===== src/rtl/polser_pkg.sv =====
// Shared types for the serial transmit channel.
// Assumes: included first in compile order.
package polser_pkg;

    // Shifter phases: waiting for a frame, waiting for the first bit edge, sending bits.
    typedef enum logic [1:0] {
        ST_IDLE  = 2'd0,
        ST_ARMED = 2'd1,
        ST_SHIFT = 2'd2
    } tx_state_e;

endpackage


===== src/rtl/polser_edge.sv =====
// Brings one asynchronous line into the system clock domain, applies the
// polarity selection and emits a one-cycle pulse on the active edge.
// Assumes: the line is slower than the system clock by at least 2x.
// No pulse is emitted in the first cycle after reset.
module polser_edge #(
    parameter int SYNC_STAGES = 2
) (
    input  logic clk,
    input  logic rst_n,
    input  logic raw,
    input  logic invert,
    output logic rise
);
    localparam int LAST = SYNC_STAGES - 1;

    logic [SYNC_STAGES-1:0] sync_q;
    logic                   level;
    logic                   prev_q;
    logic                   primed_q;

    // First synchronizer stage samples the raw line.
    always_ff @(posedge clk) begin
        if (!rst_n) sync_q[0] <= 1'b0;
        else        sync_q[0] <= raw;
    end

    // Remaining synchronizer stages, one flop each.
    for (genvar i = 1; i < SYNC_STAGES; i++) begin : g_sync
        always_ff @(posedge clk) begin
            if (!rst_n) sync_q[i] <= 1'b0;
            else        sync_q[i] <= sync_q[i-1];
        end
    end

    assign level = sync_q[LAST] ^ invert;

    // Keep the previous internal level and note that one cycle has passed since reset.
    always_ff @(posedge clk) begin
        if (!rst_n) begin
            prev_q   <= 1'b0;
            primed_q <= 1'b0;
        end else begin
            prev_q   <= level;
            primed_q <= 1'b1;
        end
    end

    assign rise = primed_q & level & ~prev_q;

endmodule


===== src/rtl/polser_holdbuf.sv =====
// Single-word holding register between processor writes and the shifter.
// Assumes: a write and a take in the same cycle keeps the written word.
module polser_holdbuf #(
    parameter int WIDTH = 16
) (
    input  logic             clk,
    input  logic             rst_n,
    input  logic             wr_en,
    input  logic [WIDTH-1:0] wr_data,
    input  logic             take,
    output logic [WIDTH-1:0] word,
    output logic             empty
);
    logic full_q;

    // Capture on write, mark empty when the shifter takes the word.
    always_ff @(posedge clk) begin
        if (!rst_n) begin
            full_q <= 1'b0;
            word   <= '0;
        end else if (wr_en) begin
            full_q <= 1'b1;
            word   <= wr_data;
        end else if (take) begin
            full_q <= 1'b0;
        end
    end

    assign empty = ~full_q;

endmodule


===== src/rtl/polser_shifter.sv =====
// Frame-start handling and LSB-first serializer.
// Assumes: start and tick are one-cycle pulses. A start in IDLE with a word
// held loads the shifter. The first bit goes out on the next tick after that.
module polser_shifter
    import polser_pkg::*;
#(
    parameter int WIDTH = 16
) (
    input  logic             clk,
    input  logic             rst_n,
    input  logic             start,
    input  logic             tick,
    input  logic             have_word,
    input  logic [WIDTH-1:0] word,
    output logic             take,
    output logic             dout,
    output logic             driving
);
    localparam int CW = $clog2(WIDTH + 1);
    localparam logic [CW-1:0] LAST_CNT = CW'(WIDTH - 1);

    tx_state_e        state_q;
    logic [WIDTH-1:0] sh_q;
    logic [CW-1:0]    cnt_q;

    assign take    = (state_q == ST_IDLE) && start && have_word;
    assign driving = (state_q == ST_SHIFT);

    // Phase sequencing, bit output and shift on each tick.
    always_ff @(posedge clk) begin
        if (!rst_n) begin
            state_q <= ST_IDLE;
            sh_q    <= '0;
            cnt_q   <= '0;
            dout    <= 1'b0;
        end else begin
            case (state_q)
                ST_IDLE: begin
                    if (take) begin
                        sh_q    <= word;
                        state_q <= ST_ARMED;
                    end
                end
                ST_ARMED: begin
                    if (tick) begin
                        dout    <= sh_q[0];
                        sh_q    <= sh_q >> 1;
                        cnt_q   <= LAST_CNT;
                        state_q <= ST_SHIFT;
                    end
                end
                ST_SHIFT: begin
                    if (tick) begin
                        if (cnt_q == '0) begin
                            dout    <= 1'b0;
                            state_q <= ST_IDLE;
                        end else begin
                            dout  <= sh_q[0];
                            sh_q  <= sh_q >> 1;
                            cnt_q <= cnt_q - 1'b1;
                        end
                    end
                end
                default: state_q <= ST_IDLE;
            endcase
        end
    end

endmodule


===== src/rtl/polser_padctl.sv =====
// Maps the serial bit onto pad data and pad enable for the chosen driver type.
// Assumes: purely combinational. oe_n releases the pin in the same cycle.
module polser_padctl (
    input  logic driving,
    input  logic dout,
    input  logic od_mode,
    input  logic oe_n,
    output logic pad_do,
    output logic pad_oe
);
    // Select open-drain or three-state pad behaviour.
    always_comb begin
        pad_do = 1'b0;
        pad_oe = 1'b0;
        if (driving && !oe_n) begin
            if (od_mode) begin
                pad_oe = ~dout;
            end else begin
                pad_oe = 1'b1;
                pad_do = dout;
            end
        end
    end

endmodule


===== src/rtl/polser_tx.sv =====
// Top of the serial transmit channel: holding buffer, two edge detectors,
// serializer and pad control.
// Assumes: bclk_in and fsync_in are asynchronous and slower than clk/2.
module polser_tx #(
    parameter int WIDTH       = 16,
    parameter int SYNC_STAGES = 2
) (
    input  logic             clk,
    input  logic             rst_n,
    input  logic             wr_en,
    input  logic [WIDTH-1:0] wr_data,
    input  logic             inv_bclk,
    input  logic             inv_fsync,
    input  logic             od_mode,
    input  logic             bclk_in,
    input  logic             fsync_in,
    input  logic             oe_n,
    output logic             buf_empty,
    output logic             pad_do,
    output logic             pad_oe
);
    logic             bc_rise;
    logic             fs_rise;
    logic             take;
    logic             driving;
    logic             dout_bit;
    logic [WIDTH-1:0] held_word;

    polser_edge #(.SYNC_STAGES(SYNC_STAGES)) u_bclk_edge (
        .clk(clk), .rst_n(rst_n), .raw(bclk_in), .invert(inv_bclk), .rise(bc_rise)
    );

    polser_edge #(.SYNC_STAGES(SYNC_STAGES)) u_fsync_edge (
        .clk(clk), .rst_n(rst_n), .raw(fsync_in), .invert(inv_fsync), .rise(fs_rise)
    );

    polser_holdbuf #(.WIDTH(WIDTH)) u_hold (
        .clk(clk), .rst_n(rst_n), .wr_en(wr_en), .wr_data(wr_data),
        .take(take), .word(held_word), .empty(buf_empty)
    );

    polser_shifter #(.WIDTH(WIDTH)) u_shift (
        .clk(clk), .rst_n(rst_n), .start(fs_rise), .tick(bc_rise),
        .have_word(~buf_empty), .word(held_word), .take(take),
        .dout(dout_bit), .driving(driving)
    );

    polser_padctl u_pad (
        .driving(driving), .dout(dout_bit), .od_mode(od_mode), .oe_n(oe_n),
        .pad_do(pad_do), .pad_oe(pad_oe)
    );

endmodule


===== config.mk =====
export PLATFORM = sky130hd
export DESIGN_NAME = polser_tx
export DESIGN_NICKNAME = d
export VERILOG_FILES = /design/src/rtl/polser_pkg.sv /design/src/rtl/polser_edge.sv /design/src/rtl/polser_holdbuf.sv /design/src/rtl/polser_shifter.sv /design/src/rtl/polser_padctl.sv /design/src/rtl/polser_tx.sv
export SDC_FILE = /design/constraint.sdc
export NUM_CORES = 1
export LEC_CHECK = 0
export ABC_CLOCK_PERIOD_IN_PS = 4200
export BUFFER_PORTS_ARGS = -buffer_cell sky130_fd_sc_hd__buf_2
export CORE_MARGIN = 1.5
export CORE_UTILIZATION = 55
export DETAILED_ROUTE_END_ITERATION = 16
export PLACE_DENSITY_LB_ADDON = 0.25
export SYNTH_ARGS = -nofsm -noshare
export SYNTH_HDL_FRONTEND = slang
export SYNTH_SLANG_ARGS = --single-unit

===== constraint.sdc =====
create_clock -name clk -period 4.2 [get_ports clk]
set_clock_uncertainty 0.2 [all_clocks]
set_input_delay 0.84 -clock clk [delete_from_list [all_inputs] [get_ports clk]]
set_output_delay 0.84 -clock clk [all_outputs]
set_load 0.02 [all_outputs]

==> results.cfg, run 1 <==
[run_status]
status = completed

[synthesis]
synth_xor_area_frac = 0.01134
synth_seq_cells = 48
avgSynthCellArea_sq_um = 9.675
ys_types = 34
synth-adder-area-share = 0.02836
synth_top_family_by_area = multiplexers
syn_inst = 228
netlist_area_sq_mm = 0.002206
seq_area_frac_synth = 0.4356
post_synth_and_or_nand_nor_area_fraction = 0.1826
muxShareOfSynthArea = 0.2309
syn-num-nets = 258
synth-compound-area-share = 0.06523
ys_warn_count = 0

[route]
first_pass_iters = 4
ant_nets = 0
route.detailed.vias_per_inst = 5.223
wl_per_cell_um = 12.19
drtIter0Drc = 66
drt-total-wl_um = 3609
num_vias = 1546
drc_errors = 0

[clocking]
cts_hold_buf = 0
cts_resized = 0
cts.path.max_buffers = 2
cts_root_buffer = clkbuf_8
htree_levels = 2
post_cts_buffers = 0
cts_inserted_buffers = 5
path_clk_slew_ns = 0.09
cts_tree = done
cts_sinks = 48
clkLatencyLatePin_ns = 0.30

[sta]
rsz0062_at_grt = false
tightestPinTransition_ns = 0.9676
setup_viol = 0
fin_crit_ns = 2.637
hold_viol_final = 0
slew_headroom = 0.3549
fin_crit_sh = 0.6278
setup_tns_ns = 0
drv_slew = 0
fmax_mhz = 379.2
whs_ns = 0.2393

[global_routing]
grt_max_degree = 67
antenna_found_initial = 0
grt_pass1_wl_um = 6334
grt_pass1_vias = 1483
overflow = 0
grtUsageTotal = 0.1869

[worst_hold_path]
hp-class = flip-flop to flip-flop

[floorplanning]
die_h_um = 66.33
coreArea_sq_mm = 0.003744
ios = 28
die-area_sq_mm = 0.004400
rows = 22
initial_core_util = 0.5892
die_w_um = 66.33

[final_layout]
diodes = 0
syn2layout_area_growth_pct = 9.643
finalNetCount = 278
drive_above_1_share = 0.2137

[setup_path]
worstSetupPathType = flip-flop to output port
worst-endpoint-required_ns = 3.16
critPathMaxFanout = 11
arrival_ns = 1.60
cp-start-kind = flip-flop
critPathCaptureType = output port

[placement]
place_congestion = 0.7516
dpl.hpwl_um = 2383
portBuffers = 27

[power]
power_density_mw_per_mm2 = 463.4
cellLeakagePower_nw = 1.094
ir_drop_uv = 254.2

[flow_run]
max_cap_violations = 0
cell usage after synthesis, drive strengths merged:
master	n	area (sq um)
and2b	1	7.510
nand3	3	20.02
xor2	1	16.27
and2	5	32.53
nor3b	2	15.01
inv	6	22.52
nor2b	17	106.4
mux2i	34	340.3
nand2	43	161.4
buf	4	41.29
clkbuf	10	37.54
mux2	15	168.9
xnor2	1	8.760
ha	5	62.56
nor3	2	10.01
o211a	1	10.01
a211o	1	8.760
a21oi	8	40.04
o31a	1	8.760
nor4b	1	8.760
a21boi	2	15.01
nor2	3	11.26
nand2b	2	12.51
o21ai	7	35.03
or4b	1	10.01
a41o	1	11.26
dfxtp	48	960.9
nand3b	1	7.510
o211ai	1	7.510
o21a	1	7.510
flip-flops by register name (all words and copies together), names as in the netlist, 2 cells and up:
signal and flops:
u_bclk_edge.sync_q 2, u_fsync_edge.sync_q 2, u_shift.state_q 2, u_shift.cnt_q 5
u_hold.word 16, u_shift.sh_q 16
cell usage in the layout, fill, tap and decap left out:
cell,n
nor4b_1,1
xor2_2,1
nand2_1,43
mux2i_1,34
and2b_1,1
nand2b_1,2
and2_1,4
a211o_1,1
a21oi_1,8
nand3b_1,1
nor3b_1,2
dfxtp_1,48
o211ai_1,1
xnor2_1,1
nor2_1,3
nor2b_1,17
nor3_1,2
a41o_2,1
o21ai_0,7
o21a_1,1
clkbuf_8,7
nand3_1,2
mux2_2,15
and2_2,1
o211a_1,1
inv_1,6
buf_2,27
nand3_2,1
a21boi_0,2
ha_1,5
or4b_1,1
o31a_1,1
worst paths after layout:
path | start | end | slack, ns | cells after the start
max | u_shift.state_q[0] | pad_do | 1.56 | 5
min | u_bclk_edge.sync_q[0] | u_bclk_edge.sync_q[1] | 0.24 | 1
max reg2reg | u_shift.cnt_q[0] | u_shift.sh_q[5] | 1.75 | 6
min reg2reg | u_bclk_edge.sync_q[0] | u_bclk_edge.sync_q[1] | 0.24 | 1
metal layers:
layer,up-vias,part of all wire,track usage
met5,-,0,0
met1,720,0.49,0.2261
met4,0,0.013,0.07398
met2,22,0.47,0.3050
li1,800,-,-
met3,4,0.031,0.06133
logic make-up (layout without fill, tap and decap cells):
family | after synthesis | count (layout)
buf+inv | 20 | 40
xor+xnor | 2 | 2
mux | 49 | 49
compound gates | 23 | 23
fa+ha+maj | 5 | 5
simple gates | 81 | 81
flops | 48 | 48
worst max-delay path: stages, from the launching register on:
cell      delay [ns]
dfxtp_1         0.35
inv_1           0.09
ha_1            0.36
nand2b_1        0.12
nor3b_1         0.19
buf_2           0.19
through the flow:
stage | setup slack, ns | utilization | area (sq um) | cells | power, mW
5_1_grt | 1.437 | 0.6461 | 2419 | 296 | 1.188
4_1_cts | 1.545 | 0.6461 | 2419 | 296 | 1.131
6_report | 1.563 | 0.6461 | 2419 | 296 | 1.121
3_5_place_dp | 1.562 | 0.6203 | 2322 | 289 | 0.8399
3_3_place_gp | 1.619 | 0.6203 | 2322 | 289 | 0.8357
2_1_floorplan | 1.648 | - | 2206 | 228 | 0.8121
power by group:
group	total, mW	internal (mW)	leakage [nW]	switching (mW)
registers	0.515	0.492	0.393	0.0224
logic	0.312	0.154	0.651	0.159
clock network	0.294	0.147	0.0503	0.147
total	1.12	0.793	1.09	0.328
layout make-up:
| class | instances | area [sq um] |
|---|---|---|
| inverters | 6 | 22.52 |
| clock buffers | 7 | 96.34 |
| flip-flops and latches | 48 | 960.9 |
| repair buffers | 27 | 135.1 |
| well taps | 48 | 60.06 |
| multi-input cells | 160 | 1144 |
| fillers | 334 | 1325 |
(Power assumes the default switching activity.)
==> inputs of run 2 (changes only) <==
--- a/config.mk
+++ b/config.mk
@@ -5,7 +5,7 @@
 export SDC_FILE = /design/constraint.sdc
 export NUM_CORES = 1
 export LEC_CHECK = 0
-export ABC_CLOCK_PERIOD_IN_PS = 4200
+export ABC_CLOCK_PERIOD_IN_PS = 2680
 export BUFFER_PORTS_ARGS = -buffer_cell sky130_fd_sc_hd__buf_2
 export CORE_MARGIN = 1.5
 export CORE_UTILIZATION = 55
==> constraint.sdc (replaced) <==
create_clock -name clk -period 2.68 [get_ports clk]
set_clock_uncertainty 0.2 [all_clocks]
set_input_delay 0.536 -clock clk [delete_from_list [all_inputs] [get_ports clk]]
set_output_delay 0.536 -clock clk [all_outputs]
set_load 0.02 [all_outputs]
==> run 2 against run 1 <==
Effect of this change:
- core utilization rose by 1.0 points
- combinational power increased by 63%
- non-clock buffer count increased by 2
- global-route usage is 0.094 points higher
- critical path depth up 1
- routed wire length up 3.5%
- count of clock-buffer cells in the layout down 1
- register-to-register slack got worse by 1.5 ns
- sequential share of layout area fell by 0.63 points
- critical endpoint is now u_shift.sh_q[13]
- highest routed layer unchanged
==> results.cfg, run 2 (synthesized netlist as in run 1, its figures left out) <==
[placement]
portBuffers = 27
dp.cells = 291
dpl.hpwl_um = 2505
place_congestion = 0.7510

[worst_hold_path]
hp-class = primary input to flip-flop

[sta]
setup_viol = 0
fin_crit_sh = 0.9202
drv_slew = 0
tightestPinTransition_ns = 0.8324
fin_crit_ns = 2.466
slew_headroom = 0.4451
fmax_mhz = 405.5
rsz0062_at_grt = false
hold_viol_final = 0
setup_tns_ns = 0

[final_layout]
reg_top3 = u_hold.word: 16 flops, u_shift.sh_q: 16 flops, u_shift.cnt_q: 5 flops
drive_above_1_share = 0.2191
finalNetCount = 280
final_common_cell = dfxtp_1
diodes = 0
final_cells = 299
mostFrequentLayoutCells = dfxtp_1 (48), nand2_1 (43), mux2i_1 (34)
syn2layout_area_growth_pct = 11.40
fillers = 315
utilization = 0.6564

[floorplanning]
rows = 22
ios = 28
die_h_um = 66.33
die_w_um = 66.33
die-area_sq_mm = 0.004400
initial_core_util = 0.5892
coreArea_sq_mm = 0.003744

[clocking]
cts_root_buffer = clkbuf_8
cts_inserted_buffers = 5
cts_sinks = 48
htree_levels = 2
cts.path.max_buffers = 2
post_cts_buffers = 0
clkLatencyLatePin_ns = 0.30
cts_hold_buf = 0
cts_resized = 0
path_clk_slew_ns = 0.08
cts_tree = done

[global_routing]
grt_busiest_layer = met2
grt_max_degree = 37
met2_usage = 0.3200
grt_pass1_vias = 1451
use_met1 = 0.2267
grt_pass1_wl_um = 6320
antenna_found_initial = 0
grtUsageTotal = 0.1878
use_met3 = 0.04259
overflow = 0

[route]
ant_nets = 0
drtIter0Drc = 48
num_vias = 1546
route.detailed.vias_per_inst = 5.171
first_pass_iters = 4
drt-total-wl_um = 3735
drc_errors = 0
wl_per_cell_um = 12.49

[flow_run]
max_cap_violations = 0

[setup_path]
critPathMaxStageDelay_ns = 0.68
crit_chain = inv_1 -> ha_1 -> or4b_1 -> nand3_2 -> a211o_1 -> mux2i_1
arrival_ns = 2.48
worst-endpoint-required_ns = 2.70
critPathCaptureType = flip-flop
cp-start-kind = flip-flop
critPathMaxFanout = 16
crit_slowest_cell = a211o_1
worstSetupPathType = flip-flop to flip-flop

[power]
power.net_switching_mw = 0.5296
cellLeakagePower_nw = 1.112
clkPwrFrac = 0.280
p_comb_frac = 0.278
power.internal_mw = 1.299
ir_drop_uv = 464.4
power_frac_seq = 0.442
p_sw_frac = 0.2897
power_density_mw_per_mm2 = 743.9

[run_status]
status = completed
==> run 2: cell types whose count changed in the layout (fill, tap and decap cells not counted) <==
cell and change:
clkinv_2 +1, bufinv_16 +1, buf_4 +1, clkbuf_8 -2, clkbuf_1 +1, buf_12 +1
==> run 2: area by class of cell <==
cell class	count	area, sq um	share of cell area
Clock buffer	6	72.57	0.02953
Clock inverter	2	35.03	0.01426
Inverter	6	22.52	0.009165
Multi-Input combinational cell	160	1144	0.4654
Sequential cell	48	960.9	0.3910
Tap cell	48	60.06	0.02444
Timing Repair Buffer	29	162.7	0.06619
==> run 2: metal layers <==
| layer | routed length, um | vias up |
|---|---|---|
| li1 | - | 807 |
| met1 | 1822 | 714 |
| met2 | 1746 | 18 |
| met3 | 110 | 7 |
| met4 | 55 | 0 |
| met5 | 0 | - |
==> run 2: path summary, 6_finish.rpt <==
kind | startpoint | endpoint | slack [ns] | cells past startpoint
setup / recovery | u_shift.cnt_q[0] | u_shift.sh_q[13] | 0.21 | 6
setup reg to reg | u_shift.cnt_q[0] | u_shift.sh_q[13] | 0.21 | 6
hold reg to reg | u_bclk_edge.sync_q[0] | u_bclk_edge.sync_q[1] | 0.24 | 1
hold / removal | bclk_in | u_bclk_edge.sync_q[0] | 0.24 | 2
==> run 2: power by group through the flow <==
stage	logic, mW	registers (mW)	clock network, mW
after floorplan	0.459	0.813	0
after global placement	0.502	0.821	0
after detailed placement	0.506	0.824	0
after CTS	0.513	0.808	0.519
after global routing	0.558	0.816	0.554
final	0.508	0.808	0.511
==> run 2: worst max-delay path: cells and delay by family, from the launching register on <==
kind                       cells  cell delay, ns
AOI/OAI and AO/OA              1            0.68
adders and majority gates      1            0.20
muxes                          1            0.28
DFF                            1            0.33
buffers and inverters          1            0.09
and+or+nand+nor                2            0.59
==> run 2: metrics by stage <==
step                      hold WS, ns  power, mW  cell area, sq um  setup WS [ns]
final                          0.2383      1.828              2457         0.2138
after global routing           0.2382      1.928              2457        0.07201
after CTS                      0.2395      1.840              2457         0.2234
after detailed placement       0.2268      1.330              2350         0.2465
after global placement         0.2137      1.323              2350         0.2973
after floorplan                0.2119      1.273              2206         0.5146
==> inputs of run 3 (changes only) <==
--- a/config.mk
+++ b/config.mk
@@ -6,11 +6,11 @@
 export NUM_CORES = 1
 export LEC_CHECK = 0
 export ABC_CLOCK_PERIOD_IN_PS = 2680
-export BUFFER_PORTS_ARGS = -buffer_cell sky130_fd_sc_hd__buf_2
+export BUFFER_PORTS_ARGS = -buffer_cell sky130_fd_sc_hd__buf_4
 export CORE_MARGIN = 1.5
 export CORE_UTILIZATION = 55
 export DETAILED_ROUTE_END_ITERATION = 16
-export PLACE_DENSITY_LB_ADDON = 0.25
+export PLACE_DENSITY = 0.8
 export SYNTH_ARGS = -nofsm -noshare
 export SYNTH_HDL_FRONTEND = slang
 export SYNTH_SLANG_ARGS = --single-unit
==> run 3 against run 2 <==
Effect of this change:
- final area grew 1.7%
- count of clock-buffer cells in the layout grew 1
- power shrank 3.1%
- non-clock buffer count is the same
- first-iteration DRC count grew 13%
- combinational power grew 2%
- worst setup slack gained 0.088 ns
- die area is the same
- critical path depth shrank 1
- global-route usage grew 0.87 points
- routed wire length grew 0.78%
==> results.cfg, run 3 (synthesized netlist as in run 1, its figures left out) <==
[floorplanning]
die_h_um = 66.33
ios = 28
die-area_sq_mm = 0.004400
die_w_um = 66.33
initial_core_util = 0.5892
coreArea_sq_mm = 0.003744
rows = 22

[sta]
tightestPinTransition_ns = 0.6647
slew_headroom = 0.5569
rsz0062_at_grt = false
hold_viol_final = 0
drv_slew = 0
setup_tns_ns = 0
fin_crit_sh = 0.8874
fmax_mhz = 420.5
fin_crit_ns = 2.378
setup_viol = 0

[final_layout]
syn2layout_area_growth_pct = 13.27
reg_top3 = u_hold.word: 16 flops, u_shift.sh_q: 16 flops, u_shift.cnt_q: 5 flops
finalNetCount = 280
final_common_cell = dfxtp_1
fillers = 333
diodes = 0
mostFrequentLayoutCells = dfxtp_1 (48), nand2_1 (43), mux2i_1 (34)
drive_above_1_share = 0.2191

[power]
clkPwrFrac = 0.251
power_density_mw_per_mm2 = 709.2
cellLeakagePower_nw = 1.118
power.internal_mw = 1.243
p_comb_frac = 0.294
ir_drop_uv = 491.2
power_frac_seq = 0.455
p_sw_frac = 0.2987
total_power_mw = 1.772
power.net_switching_mw = 0.5294

[clocking]
cts_resized = 0
cts_root_buffer = clkbuf_8
clkLatencyLatePin_ns = 0.30
cts_inserted_buffers = 5
post_cts_buffers = 0
cts_sinks = 48
cts_hold_buf = 0
cts_tree = done
path_clk_slew_ns = 0.09
cts.path.max_buffers = 2
htree_levels = 2

[setup_path]
cp-start-kind = flip-flop
critPathMaxStageDelay_ns = 0.41
worstSetupPathType = flip-flop to output port
crit_chain = inv_1 -> ha_1 -> nand2b_1 -> nor3b_1 -> buf_4
rr_worst_depth = 7
arrival_ns = 1.64
startpoint = u_shift.state_q[0]
crit_slowest_cell = ha_1
r2r_start = u_shift.state_q[0]
worst-endpoint-required_ns = 1.94
critPathCaptureType = output port
critPathMaxFanout = 11

[run_status]
status = completed

[route]
drt-total-wl_um = 3764
wl_per_cell_um = 12.59
first_pass_iters = 4
ant_nets = 0
route.detailed.vias_per_inst = 5.237
num_vias = 1566
drc_errors = 0
drtIter0Drc = 54

[placement]
dpl.hpwl_um = 2544
portBuffers = 27
place_congestion = 0.8062

[global_routing]
overflow = 0
grt_pass1_vias = 1523
grtUsageTotal = 0.1965
grt_max_degree = 67
antenna_found_initial = 0
grt_pass1_wl_um = 6534

[flow_run]
max_cap_violations = 0

[worst_hold_path]
hp-class = primary input to flip-flop
min_from = fsync_in
whs_path_depth = 2
-- run 3: cell count changes in the layout (fill, tap and decap cells not counted), sizes merged --
cell / before / now
clkinv: 1 / 0
clkinvlp: 0 / 1
clkbuf: 6 / 7
bufinv: 1 / 0
-- run 3: area by class of cell --
cell class | count | area [sq um] | area share
Clock buffer | 7 | 86.33 | 0.03455
Clock inverter | 1 | 7.507 | 0.003005
Inverter | 6 | 22.52 | 0.009014
Multi-Input combinational cell | 160 | 1144 | 0.4577
Sequential cell | 48 | 960.9 | 0.3846
Tap cell | 48 | 60.06 | 0.02404
Timing Repair Buffer | 29 | 217.7 | 0.08713
-- run 3: path summary, 6_finish.rpt --
path / slack [ns] / to
max: 0.30 / pad_do
min: 0.24 / u_fsync_edge.sync_q[0]
max reg2reg: 0.54 / u_shift.sh_q[9]
min reg2reg: 0.24 / u_fsync_edge.sync_q[1]
-- run 3: worst max-delay path, delay by kind of cell, from the launching register on --
kind / cells / cell delay [ns]
and+or+nand+nor: 2 / 0.31
buffers and inverters: 2 / 0.27
adders and majority gates: 1 / 0.41
DFF: 1 / 0.35
-- run 3: per-layer routing --
metal,GRT usage,up-vias,share of wire
met5,0,-,0
met4,0.07653,0,0.016
met3,0.06474,6,0.037
met2,0.3263,20,0.46
met1,0.2333,730,0.49
li1,-,810,-
-- run 3: metrics by stage --
step           cell area (sq um)  hold slack, ns  cells  worst slack [ns]    util
2_1_floorplan               2206          0.2119    228            0.5146       -
3_3_place_gp                2405          0.2191    291            0.6065  0.6424
3_5_place_dp                2405          0.2186    291            0.5614  0.6424
4_1_cts                     2499          0.2300    299            0.3004  0.6674
5_1_grt                     2499          0.2510    299            0.1007  0.6674
6_report                    2499          0.2351    299            0.3019  0.6674
-- run 3: power groups by stage --
stage | Clock, mW | Combinational [mW] | Sequential (mW)
2_1_floorplan | 0 | 0.459 | 0.813
3_3_place_gp | 0 | 0.512 | 0.822
3_5_place_dp | 0 | 0.522 | 0.823
4_1_cts | 0.456 | 0.524 | 0.807
5_1_grt | 0.486 | 0.571 | 0.815
6_report | 0.445 | 0.520 | 0.807
